**config.mk**
```make
export PLATFORM = sky130hd
export DESIGN_NAME = seg_burst_buffer
export DESIGN_NICKNAME = d
export VERILOG_FILES = /design/src/rtl/sfb_pkg.sv /design/src/rtl/sfb_mem.sv /design/src/rtl/sfb_wr_ctrl.sv /design/src/rtl/sfb_rd_ctrl.sv /design/src/rtl/seg_burst_buffer.sv
export SDC_FILE = /design/constraint.sdc
export NUM_CORES = 1
export LEC_CHECK = 0
export ABC_AREA = 1
export BUFFER_PORTS_ARGS = -buffer_cell sky130_fd_sc_hd__buf_2
export CORE_MARGIN = 10
export CORE_UTILIZATION = 40
export CTS_CLUSTER_SIZE = 30
export DETAILED_ROUTE_END_ITERATION = 10
export GPL_TIMING_DRIVEN = 0
export MAX_ROUTING_LAYER = met4
export PLACE_DENSITY_LB_ADDON = 0.1
export SLEW_MARGIN = 25
export SYNTH_ARGS = -nofsm -noshare
export SYNTH_HDL_FRONTEND = slang
export SYNTH_SLANG_ARGS = --single-unit
```
**constraint.sdc**
```tcl
create_clock -name clk -period 3.41 [get_ports clk]
set_clock_uncertainty 0.2 [all_clocks]
set_input_delay 0.341 -clock clk [delete_from_list [all_inputs] [get_ports clk]]
set_output_delay 0.341 -clock clk [all_outputs]
set_load 0.005 [all_outputs]
```
**src/rtl/sfb_pkg.sv**
```systemverilog
`timescale 1ns/1ps
// Shared helper functions for the segmented burst buffer.
// Assumes integer arguments that are positive.
package sfb_pkg;

    // Larger of two widths.
    function automatic int wider(input int a, input int b);
        return (a > b) ? a : b;
    endfunction

    // How many narrow lanes fit into one wide word (1 if not narrower).
    function automatic int lanes_of(input int narrow, input int wide);
        return (wide > narrow) ? (wide / narrow) : 1;
    endfunction

    // Index width for n items, never below one bit.
    function automatic int bits_for(input int n);
        return (n > 1) ? $clog2(n) : 1;
    endfunction

endpackage

```
**src/rtl/sfb_mem.sv**
```systemverilog
`timescale 1ns/1ps
// Simple dual-port memory: one write port, one read port, registered
// read data (one cycle of latency). Assumes the controller never reads
// and writes the same address in one cycle.
module sfb_mem #(
    parameter int W  = 32,
    parameter int AW = 4
) (
    input  logic          clk,
    input  logic          we,
    input  logic [AW-1:0] waddr,
    input  logic [W-1:0]  wdata,
    input  logic          re,
    input  logic [AW-1:0] raddr,
    output logic [W-1:0]  rdata
);
    localparam int DEPTH = 1 << AW;

    logic [W-1:0] store [DEPTH];

    // Write port.
    always_ff @(posedge clk) begin
        if (we) store[waddr] <= wdata;
    end

    // Registered read port.
    always_ff @(posedge clk) begin
        if (re) rdata <= store[raddr];
    end

endmodule

```
**src/rtl/sfb_wr_ctrl.sv**
```systemverilog
`timescale 1ns/1ps
// Source-side controller. Accepts beats while a slot is free, packs
// IN_R narrow beats into one memory word (IN_R = 1 means no packing),
// writes the word at {slot, offset} and, on the burst's last beat,
// reports the slot and the last word offset and moves to the next slot.
// Assumes SEGMENTS is a power of two and bursts fit one slot.
module sfb_wr_ctrl #(
    parameter int SRC_W     = 8,
    parameter int MW        = 32,
    parameter int IN_R      = 4,
    parameter int SEG_W     = 2,
    parameter int OFF_W     = 2,
    parameter int SEG_WORDS = 4
) (
    input  logic                   clk,
    input  logic                   rst_n,
    input  logic                   can_write,
    input  logic                   src_valid,
    output logic                   src_ready,
    input  logic [SRC_W-1:0]       src_data,
    input  logic                   src_last,
    output logic                   mem_we,
    output logic [SEG_W+OFF_W-1:0] mem_waddr,
    output logic [MW-1:0]          mem_wdata,
    output logic                   commit,
    output logic [SEG_W-1:0]       commit_seg,
    output logic [OFF_W-1:0]       commit_off
);
    localparam int LW = sfb_pkg::bits_for(IN_R);

    logic [LW-1:0]    lane;
    logic [MW-1:0]    acc;
    logic [MW-1:0]    word_n;
    logic [SEG_W-1:0] wseg;
    logic [OFF_W-1:0] woff;
    logic             take;
    logic             lane_end;
    logic             flush;

    assign take      = src_valid && can_write;
    assign lane_end  = (lane == LW'(IN_R - 1));
    assign flush     = take && (lane_end || src_last);
    assign src_ready = can_write;

    // Merge the incoming beat into the partly built word.
    always_comb begin
        word_n = acc;
        word_n[lane*SRC_W +: SRC_W] = src_data;
    end

    assign mem_we     = flush;
    assign mem_waddr  = {wseg, woff};
    assign mem_wdata  = word_n;
    assign commit     = take && src_last;
    assign commit_seg = wseg;
    assign commit_off = woff;

    // Advance lane, word offset and slot on accepted beats.
    always_ff @(posedge clk) begin
        if (!rst_n) begin
            lane <= '0;
            acc  <= '0;
            wseg <= '0;
            woff <= '0;
        end else if (take) begin
            if (flush) begin
                acc  <= '0;
                lane <= '0;
                woff <= src_last ? '0 : woff + 1'b1;
            end else begin
                acc  <= word_n;
                lane <= lane + 1'b1;
            end
            if (src_last) wseg <= wseg + 1'b1;
        end
    end

    // A word that does not close the burst must not be the slot's last word.
    assert_burst_fits_R9: assert property (@(posedge clk) disable iff (!rst_n)
        (flush && !src_last) |-> (woff != OFF_W'(SEG_WORDS - 1)));

endmodule

```
**src/rtl/sfb_rd_ctrl.sv**
```systemverilog
`timescale 1ns/1ps
// Sink-side controller. Reads stored bursts slot by slot, word by word,
// into a two-word output stage that absorbs the memory's read latency,
// then presents words directly (OUT_R = 1) or split into OUT_R narrow
// beats, lowest lane first. A slot is freed when its last word is read.
// Assumes have_burst is only high when the slot at rd_seg is complete.
module sfb_rd_ctrl #(
    parameter int MW    = 32,
    parameter int DST_W = 32,
    parameter int OUT_R = 1,
    parameter int SEG_W = 2,
    parameter int OFF_W = 2
) (
    input  logic                   clk,
    input  logic                   rst_n,
    input  logic                   have_burst,
    input  logic [OFF_W-1:0]       last_off,
    output logic [SEG_W-1:0]       rd_seg,
    output logic                   mem_re,
    output logic [SEG_W+OFF_W-1:0] mem_raddr,
    input  logic [MW-1:0]          mem_rdata,
    output logic                   seg_free,
    output logic                   dst_valid,
    input  logic                   dst_ready,
    output logic [DST_W-1:0]       dst_data,
    output logic                   dst_last
);
    logic [SEG_W-1:0] rseg;
    logic [OFF_W-1:0] roff;
    logic             inflight;
    logic             inflight_last;
    logic [MW-1:0]    st_word [2];
    logic             st_last [2];
    logic             head;
    logic [1:0]       cnt;
    logic             wpos;
    logic             issue;
    logic             issue_last;
    logic             pop;
    logic             lane_end;
    logic [MW-1:0]    head_word;
    logic             head_last;

    assign issue      = have_burst && (((cnt + {1'b0, inflight}) < 2'd2) || pop);
    assign issue_last = issue && (roff == last_off);
    assign mem_re     = issue;
    assign mem_raddr  = {rseg, roff};
    assign rd_seg     = rseg;
    assign seg_free   = issue_last;
    assign wpos       = head ^ cnt[0];
    assign head_word  = st_word[head];
    assign head_last  = st_last[head];
    assign dst_valid  = (cnt != 2'd0);

    // Walk offsets within the current slot, then move to the next slot.
    always_ff @(posedge clk) begin
        if (!rst_n) begin
            rseg          <= '0;
            roff          <= '0;
            inflight      <= 1'b0;
            inflight_last <= 1'b0;
        end else begin
            inflight      <= issue;
            inflight_last <= issue_last;
            if (issue) begin
                if (issue_last) begin
                    roff <= '0;
                    rseg <= rseg + 1'b1;
                end else begin
                    roff <= roff + 1'b1;
                end
            end
        end
    end

    // Output stage occupancy and head pointer.
    always_ff @(posedge clk) begin
        if (!rst_n) begin
            cnt  <= '0;
            head <= 1'b0;
        end else begin
            cnt <= cnt + {1'b0, inflight} - {1'b0, pop};
            if (pop) head <= ~head;
        end
    end

    // Output stage storage: capture read data one cycle after issue.
    always_ff @(posedge clk) begin
        if (inflight) begin
            st_word[wpos] <= mem_rdata;
            st_last[wpos] <= inflight_last;
        end
    end

    generate
        if (OUT_R > 1) begin : g_unpack
            localparam int LW = sfb_pkg::bits_for(OUT_R);
            logic [LW-1:0] lane;
            assign lane_end = (lane == LW'(OUT_R - 1));
            assign dst_data = head_word[lane*DST_W +: DST_W];
            // Step through the narrow lanes of the head word.
            always_ff @(posedge clk) begin
                if (!rst_n)                      lane <= '0;
                else if (dst_valid && dst_ready) lane <= lane_end ? '0 : lane + 1'b1;
            end
        end else begin : g_direct
            assign lane_end = 1'b1;
            assign dst_data = head_word[DST_W-1:0];
        end
    endgenerate

    assign dst_last = head_last && lane_end;
    assign pop      = dst_valid && dst_ready && lane_end;

    // A stalled beat keeps its content until taken.
    assert_hold_while_stalled_R2: assert property (@(posedge clk) disable iff (!rst_n)
        (dst_valid && !dst_ready) |=> (dst_valid && $stable(dst_data) && $stable(dst_last)));

    // Returning read data always finds room in the output stage.
    assert_stage_no_overflow_R2: assert property (@(posedge clk) disable iff (!rst_n)
        inflight |-> ((cnt != 2'd2) || pop));

endmodule

```
**src/rtl/seg_burst_buffer.sv**
```systemverilog
`timescale 1ns/1ps
// Segmented burst store-and-forward buffer. A memory of SEGMENTS slots,
// each BURST_BEATS source beats deep, holds one burst per slot. The
// count of complete, not yet read bursts drives both handshakes: the
// source stalls when every slot is held, the sink is served only from
// complete bursts. Per-slot last-word offsets mark burst ends.
// Assumes SEGMENTS is a power of two (at least 2), the wider width is a
// whole multiple of the narrower, and BURST_BEATS is a multiple of the
// packing ratio.
module seg_burst_buffer #(
    parameter int SEGMENTS    = 4,
    parameter int BURST_BEATS = 16,
    parameter int SRC_W       = 8,
    parameter int DST_W       = 32
) (
    input  logic             clk,
    input  logic             rst_n,
    input  logic             src_valid,
    output logic             src_ready,
    input  logic [SRC_W-1:0] src_data,
    input  logic             src_last,
    output logic             dst_valid,
    input  logic             dst_ready,
    output logic [DST_W-1:0] dst_data,
    output logic             dst_last
);
    localparam int MW        = sfb_pkg::wider(SRC_W, DST_W);
    localparam int IN_R      = sfb_pkg::lanes_of(SRC_W, DST_W);
    localparam int OUT_R     = sfb_pkg::lanes_of(DST_W, SRC_W);
    localparam int SEG_WORDS = BURST_BEATS / IN_R;
    localparam int OFF_W     = sfb_pkg::bits_for(SEG_WORDS);
    localparam int SEG_W     = sfb_pkg::bits_for(SEGMENTS);
    localparam int ADDR_W    = SEG_W + OFF_W;
    localparam int CNT_W     = $clog2(SEGMENTS + 1);

    logic [CNT_W-1:0]  occupied;
    logic [OFF_W-1:0]  len_rec [SEGMENTS];
    logic              can_write;
    logic              have_burst;
    logic              mem_we;
    logic [ADDR_W-1:0] mem_waddr;
    logic [MW-1:0]     mem_wdata;
    logic              mem_re;
    logic [ADDR_W-1:0] mem_raddr;
    logic [MW-1:0]     mem_rdata;
    logic              commit;
    logic [SEG_W-1:0]  commit_seg;
    logic [OFF_W-1:0]  commit_off;
    logic [SEG_W-1:0]  rd_seg;
    logic              seg_free;
    logic [OFF_W-1:0]  last_off;

    assign can_write  = (occupied < CNT_W'(SEGMENTS));
    assign have_burst = (occupied != '0);
    assign last_off   = len_rec[rd_seg];

    // Count complete bursts still holding a slot.
    always_ff @(posedge clk) begin
        if (!rst_n) occupied <= '0;
        else        occupied <= occupied + CNT_W'(commit) - CNT_W'(seg_free);
    end

    // Record each burst's last word offset in its slot.
    always_ff @(posedge clk) begin
        if (!rst_n) begin
            for (int i = 0; i < SEGMENTS; i++) len_rec[i] <= '0;
        end else if (commit) begin
            len_rec[commit_seg] <= commit_off;
        end
    end

    sfb_wr_ctrl #(
        .SRC_W(SRC_W), .MW(MW), .IN_R(IN_R),
        .SEG_W(SEG_W), .OFF_W(OFF_W), .SEG_WORDS(SEG_WORDS)
    ) u_wr (
        .clk(clk), .rst_n(rst_n), .can_write(can_write),
        .src_valid(src_valid), .src_ready(src_ready),
        .src_data(src_data), .src_last(src_last),
        .mem_we(mem_we), .mem_waddr(mem_waddr), .mem_wdata(mem_wdata),
        .commit(commit), .commit_seg(commit_seg), .commit_off(commit_off)
    );

    sfb_mem #(.W(MW), .AW(ADDR_W)) u_mem (
        .clk(clk), .we(mem_we), .waddr(mem_waddr), .wdata(mem_wdata),
        .re(mem_re), .raddr(mem_raddr), .rdata(mem_rdata)
    );

    sfb_rd_ctrl #(
        .MW(MW), .DST_W(DST_W), .OUT_R(OUT_R),
        .SEG_W(SEG_W), .OFF_W(OFF_W)
    ) u_rd (
        .clk(clk), .rst_n(rst_n), .have_burst(have_burst),
        .last_off(last_off), .rd_seg(rd_seg),
        .mem_re(mem_re), .mem_raddr(mem_raddr), .mem_rdata(mem_rdata),
        .seg_free(seg_free),
        .dst_valid(dst_valid), .dst_ready(dst_ready),
        .dst_data(dst_data), .dst_last(dst_last)
    );

    // Slot count never exceeds the number of slots.
    assert_occupancy_bound_R5: assert property (@(posedge clk) disable iff (!rst_n)
        occupied <= CNT_W'(SEGMENTS));

    // Accepting a closing beat leaves at least one complete burst held.
    assert_commit_counts_R4: assert property (@(posedge clk) disable iff (!rst_n)
        (src_valid && src_ready && src_last) |=> (occupied != '0));

    // The sink sees a new beat only if a complete burst was held two cycles earlier.
    assert_offer_after_store_R4: assert property (@(posedge clk) disable iff (!rst_n)
        $rose(dst_valid) |-> $past(occupied != '0, 2));

endmodule

```
==> results.py, run 1 <==
metrics = {
    "synth": {
        "seq_area_frac_synth": 0.748,
        "synth_edf_count": 618,
        "synthCells": 1918,
        "netlist_area_mm2": 0.0262,
        "synth_common_cells": "edfxtp_1, nor2_1, o21ai_0",
        "synth.top_cells.by_area": "edfxtp_1, o21ai_0, nor2_1",
        "async_flop_share": 0,
        "avgSynthCellArea_um2": 13.7,
        "dominantRegCellSynth": "edfxtp_1",
        "ys_ff_latch": 671,
        "yosysTopAreaCell": "edfxtp_1",
        "ys_warn_count": 0,
        "synthMostInstantiatedCell": "edfxtp_1",
        "synth_cell_types": 35,
        "synth_nets": 1950,
        "synth_top_cell_area_share": 0.708,
    },
    "worst_hold_path": {
        "hold_path_class": "in -> reg",
        "hold_depth": 5,
    },
    "cts": {
        "post_cts_resized": 0,
        "cts_buffer_depth": 3,
        "clock_sinks": 671,
        "cts_setup_buffers": 0,
        "clkLatencyLatePin_ns": 0.62,
        "tritoncts": "done",
        "cts-buffers-inserted": 73,
        "postCtsHoldBufs": 8,
        "clkTransAtPathRegs_ns": 0.06,
        "clockRootBuffer": "clkbuf_16",
        "htree_levels": 3,
    },
    "critical_path": {
        "critPathBufInv": 3,
        "cp.depth": 8,
        "crit_required_ns": 3.76,
        "end_kind": "register",
        "r2r_slack_ns": 0.32,
        "crit_path_end": "u_wr.acc[6]",
        "cp_max_fo": 17,
        "critPathTopFamily": "compound AO/OA/AOI/OAI gates",
        "cp_slowest_cell": "o22ai_2",
        "crit_type": "reg -> reg",
        "crit_chain": "buf_2 -> inv_2 -> ha_1 -> inv_1 -> nand4_1 -> o22ai_2 -> nand2_1 -> a21oi_1",
        "cpPeakStageDelay_ns": 0.86,
        "worstReg2RegStart": "u_wr.lane[0]",
        "crit_path_start": "u_wr.lane[0]",
        "worstPathArrival_ns": 3.43,
        "reg2reg_to": "u_wr.acc[6]",
        "ff2ff_path_depth": 8,
        "setup.worst_path.start_class": "register",
    },
    "die": {
        "fp.dieArea_mm2": 0.0762,
        "die_x_um": 276,
        "die-height_um": 276,
        "start_util": 0.405,
        "std_cell_rows": 93,
        "ioPinCount": 48,
        "coreArea_mm2": 0.0647,
    },
    "layout": {
        "stdcell_area_mm2": 0.0313,
        "areaGrowthSynthToFinish_pct": 19.3,
        "finalNetCount": 2159,
        "fin_util": 0.483,
        "drive_gt1_frac": 0.180,
    },
    "sta": {
        "timing_hold_violations_final": 0,
        "setup_viol": 0,
        "slew_headroom": 0.288,
        "tns_ns": 0,
        "maxSlewViolCount": 0,
        "timing.fmax_ghz": 0.324,
        "whs_ns": 0.0468,
        "layout_worst_path_cycle_share": 0.906,
        "finalCriticalPeriod_ns": 3.09,
        "rsz0062_at_grt": "no",
        "worstMarginPinSlew_ns": 1.07,
    },
    "drt": {
        "drc": 0,
        "drt-total-wl_mm": 81.6,
        "dr.pass1.iters": 6,
        "viasPerCell": 5.65,
        "drtAntennaViolNets": 0,
        "vias": 17177,
        "wl_per_cell_um": 26.9,
        "first_iter_violations": 1876,
    },
    "global_routing": {
        "grt_pass1_vias": 16807,
        "grt_max_degree": 28,
        "antenna_found_initial": 3,
        "grt_pass1_wl_mm": 118,
        "grt_overflow": 0,
        "grt.total_usage": 0.215,
    },
    "placement": {
        "io_buffers": 47,
        "place.gp.congestion": 0.868,
        "placedInstanceArea_mm2": 0.0288,
        "dp_hpwl_mm": 56.1,
    },
    "flow_run": {
        "cap_violations": 0,
    },
    "power_and_ir_drop": {
        "p_per_area_mw_per_mm2": 772,
        "p_leak_nw": 11.1,
        "ir_drop_uv": 336,
    },
    "status": {
        "outcome": "finished, final reports clean",
    },
}
cells in the final DEF, fill, tap and decap left out, drive strengths merged, types with 3 or more instances in the layout:
master,n
clkinvlp,3
inv,79
dfxtp,53
o22ai,78
nand2,143
nor2,288
clkbuf,152
nand3,30
edfxtp,618
clkinv,26
o211ai,46
dlygate4sd3,8
a21oi,41
xor2,4
bufinv,6
ha,18
o21ai,262
buf,195
mux2,33
o221ai,82
nor3,8
registers in the layout, indices dropped and copies added, names as in the netlist, named ones only:
register / cells
len_rec: 8
occupied: 3
u_mem.rdata: 32
u_mem.store: 512
u_rd.cnt: 2
u_rd.head: 1
u_rd.inflight: 1
u_rd.inflight_last: 1
u_rd.rd_seg: 2
u_rd.roff: 2
u_rd.st_last: 2
u_rd.st_word: 64
u_wr.acc: 32
u_wr.commit_off: 2
u_wr.commit_seg: 2
u_wr.lane: 2
through the flow:
step	power (mW)	instances	setup WS, ns
final	24.2	3038	0.322
after global routing	25.2	3037	0.129
after CTS	24.3	3037	0.180
after detailed placement	16.5	2899	0.195
after global placement	16.3	2820	-3.98
after floorplan	13.7	1918	-0.218
per-layer routing:
layer  GRT usage  wire [µm]
met1       0.289      35500
met2       0.334      38400
met3      0.0323       5770
met4      0.0640       1900
met5           -          0
final cells by class:
class	instances	area [µm²]
Fill cell	5713	33400
Sequential cell	671	19600
Multi-Input combinational cell	1042	5930
Clock buffer	94	2030
Timing Repair Buffer	134	1310
Tap cell	855	1070
Buffer	127	702
Clock inverter	36	323
Inverter	78	295
Antenna cell	1	2.50
logic make-up (layout without fill, tap and decap cells):
kind of cell,after synthesis,count (layout),share of synthesized area
xor+xnor,6,6,0.00200
buf+inv,205,469,0.0380
compound gates,511,511,0.118
other cells,0,1,0
flops,671,671,0.748
fa+ha+maj,19,19,0.00935
mux,33,33,0.0142
simple gates,473,473,0.0702
tightest hold or removal path: stages:
cell,delay (ns)
buf_2,0.11
inv_1,0.13
o22ai_2,0.13
nand2_1,0.07
a21oi_1,0.05
worst min-delay path by stage:
| stage | start | to | slack [ns] |
|---|---|---|---|
| floorplan | u_rd.inflight_last | u_rd.st_last[0] | 0.20 |
| global placement | u_rd.inflight_last | u_rd.st_last[0] | 0.21 |
| detailed placement | u_rd.inflight_last | u_rd.st_last[0] | 0.22 |
| CTS | src_data[7] | u_wr.acc[23] | 0.03 |
| global route | src_data[7] | u_wr.acc[23] | 0.07 |
| finish | src_data[7] | u_wr.acc[23] | 0.05 |
report_power, final:
| part | switching [mW] | total (mW) | internal [mW] |
|---|---|---|---|
| sequential | 0.197 | 10.1 | 9.91 |
| combinational | 4.45 | 6.24 | 1.79 |
| clock | 3.17 | 7.82 | 4.64 |
| total | 7.82 | 24.2 | 16.3 |
No activity file was read; power rests on OpenSTA's default activity.
==> inputs of run 2 (changes only) <==
==> constraint.sdc (replaced) <==
create_clock -name clk -period 3.41 [get_ports clk]
set_clock_uncertainty 0.2 [all_clocks]
set_input_delay 0.682 -clock clk [delete_from_list [all_inputs] [get_ports clk]]
set_output_delay 0.682 -clock clk [all_outputs]
set_load 0.005 [all_outputs]
==> run 2 against run 1 <==
Non-clock buffer count is 8 lower. Total power about the same. Sequential power about the same. First-iteration DRC count rose by 2.8%. Global-route usage about the same. Wire length about the same. Critical path type is now reg -> out. Largest power group unchanged. Highest routed layer unchanged.
==> results.py, run 2 (synthesized netlist as in run 1, its figures left out) <==
metrics = {
    "cts": {
        "post_cts_resized": 0,
        "cts-buffers-inserted": 73,
        "clockRootBuffer": "clkbuf_16",
        "htree_levels": 3,
        "cts_buffer_depth": 3,
        "postCtsHoldBufs": 0,
        "clock_sinks": 671,
        "cts_setup_buffers": 0,
        "clkTransAtPathRegs_ns": 0.05,
        "clkLatencyLatePin_ns": 0.62,
        "tritoncts": "done",
    },
    "sta": {
        "finalCriticalPeriod_ns": 3.15,
        "setup_viol": 0,
        "timing.fmax_ghz": 0.317,
        "maxSlewViolCount": 0,
        "whs_ns": 0.172,
        "timing_hold_violations_final": 0,
        "layout_setup_ws_ns": 0.259,
        "worstMarginPinSlew_ns": 1.03,
        "rsz0062_at_grt": "no",
        "slew_headroom": 0.313,
        "layout_worst_path_cycle_share": 0.924,
    },
    "power_and_ir_drop": {
        "ir_drop_uv": 333,
        "p_leak_nw": 11.1,
        "p_per_area_mw_per_mm2": 774,
        "power_mw": 24.1,
    },
    "die": {
        "fp.dieArea_mm2": 0.0762,
        "die-height_um": 276,
        "ioPinCount": 48,
        "coreArea_mm2": 0.0647,
        "start_util": 0.405,
        "std_cell_rows": 93,
        "die_x_um": 276,
    },
    "layout": {
        "layout_common_cells": "edfxtp_1, nor2_1, o21ai_0",
        "largest_reg_flops": 512,
        "regMostFlops": "u_mem.store",
        "final_common_cell": "edfxtp_1",
        "drive_gt1_frac": 0.181,
        "top_regs": "u_mem.store: 512 flops, u_rd.st_word: 64 flops",
        "finalNetCount": 2151,
        "areaGrowthSynthToFinish_pct": 19.0,
        "stdcell_area_mm2": 0.0312,
    },
    "critical_path": {
        "end_kind": "output pin",
        "crit_type": "reg -> out",
        "crit_required_ns": 2.53,
        "cp_max_fo": 10,
        "worstPathArrival_ns": 2.27,
        "setup.worst_path.start_class": "register",
        "ff2ff_path_depth": 8,
    },
    "placement": {
        "placedInstanceArea_mm2": 0.0288,
        "dp_hpwl_mm": 56.1,
        "place_ws_ns": 0.195,
        "io_buffers": 47,
        "place.gp.congestion": 0.868,
    },
    "global_routing": {
        "grt_pass1_wl_mm": 118,
        "grt_max_degree": 28,
        "grt_pass1_vias": 16772,
        "grt.total_usage": 0.215,
        "antenna_found_initial": 3,
        "grt_overflow": 0,
    },
    "drt": {
        "dr.pass1.iters": 5,
        "viasPerCell": 5.66,
        "vias": 17152,
        "drc": 0,
        "drtAntennaViolNets": 0,
        "wl_per_cell_um": 26.9,
        "drt-total-wl_mm": 81.5,
        "first_iter_violations": 1928,
    },
    "status": {
        "outcome": "finished, final reports clean",
    },
    "worst_hold_path": {
        "hold_path_class": "in -> reg",
        "hold_depth": 3,
    },
    "flow_run": {
        "cap_violations": 0,
    },
}
-- run 2: cell type report --
class | count | area (µm²)
flip-flops and latches | 671 | 19600
clock inverters | 36 | 323
multi-input cells | 1042 | 5930
diodes | 1 | 2.50
clock buffers | 94 | 2030
inverters | 78 | 295
repair buffers | 126 | 1230
fillers | 5720 | 33500
well taps | 855 | 1070
plain buffers | 127 | 702
-- run 2: critical path: stages (launching register included) --
cell and delay [ns]:
dfxtp_1 0.30, clkbuf_1 0.34, buf_2 0.45, mux2_2 0.40, buf_2 0.13
-- run 2: per-layer routing --
| metal | global-route usage | vias up | part of all wire | wire length (µm) |
|---|---|---|---|---|
| met1 | 0.288 | 8668 | 0.43 | 35200 |
| met5 | - | - | 0 | 0 |
| met4 | 0.0640 | 0 | 0.024 | 1990 |
| met2 | 0.333 | 772 | 0.47 | 38200 |
| met3 | 0.0347 | 130 | 0.075 | 6110 |
| li1 | - | 7582 | - | - |
-- run 2: per-stage QoR --
step                       util  cells   TNS, ns
after floorplan               -   1918   -122.43
after global placement    0.425   2820  -1438.57
after detailed placement  0.446   2899         0
after CTS                 0.482   3029         0
after global routing      0.482   3029         0
final                     0.482   3030         0
-- run 2: final timing paths --
| path | startpoint | slack [ns] | endpoint |
|---|---|---|---|
| setup / recovery | register | 0.26 | dst_data[5] |
| hold / removal | rst_n | 0.17 | u_wr.commit_seg[0] |
| setup reg to reg | u_wr.lane[0] | 0.35 | u_wr.acc[6] |
| hold reg to reg | u_rd.inflight_last | 0.23 | u_rd.st_last[0] |
-- run 2: report_power, final --
group	switching, mW	internal (mW)
combinational	4.43	1.78
sequential	0.196	9.91
clock	3.19	4.64
total	7.81	16.3
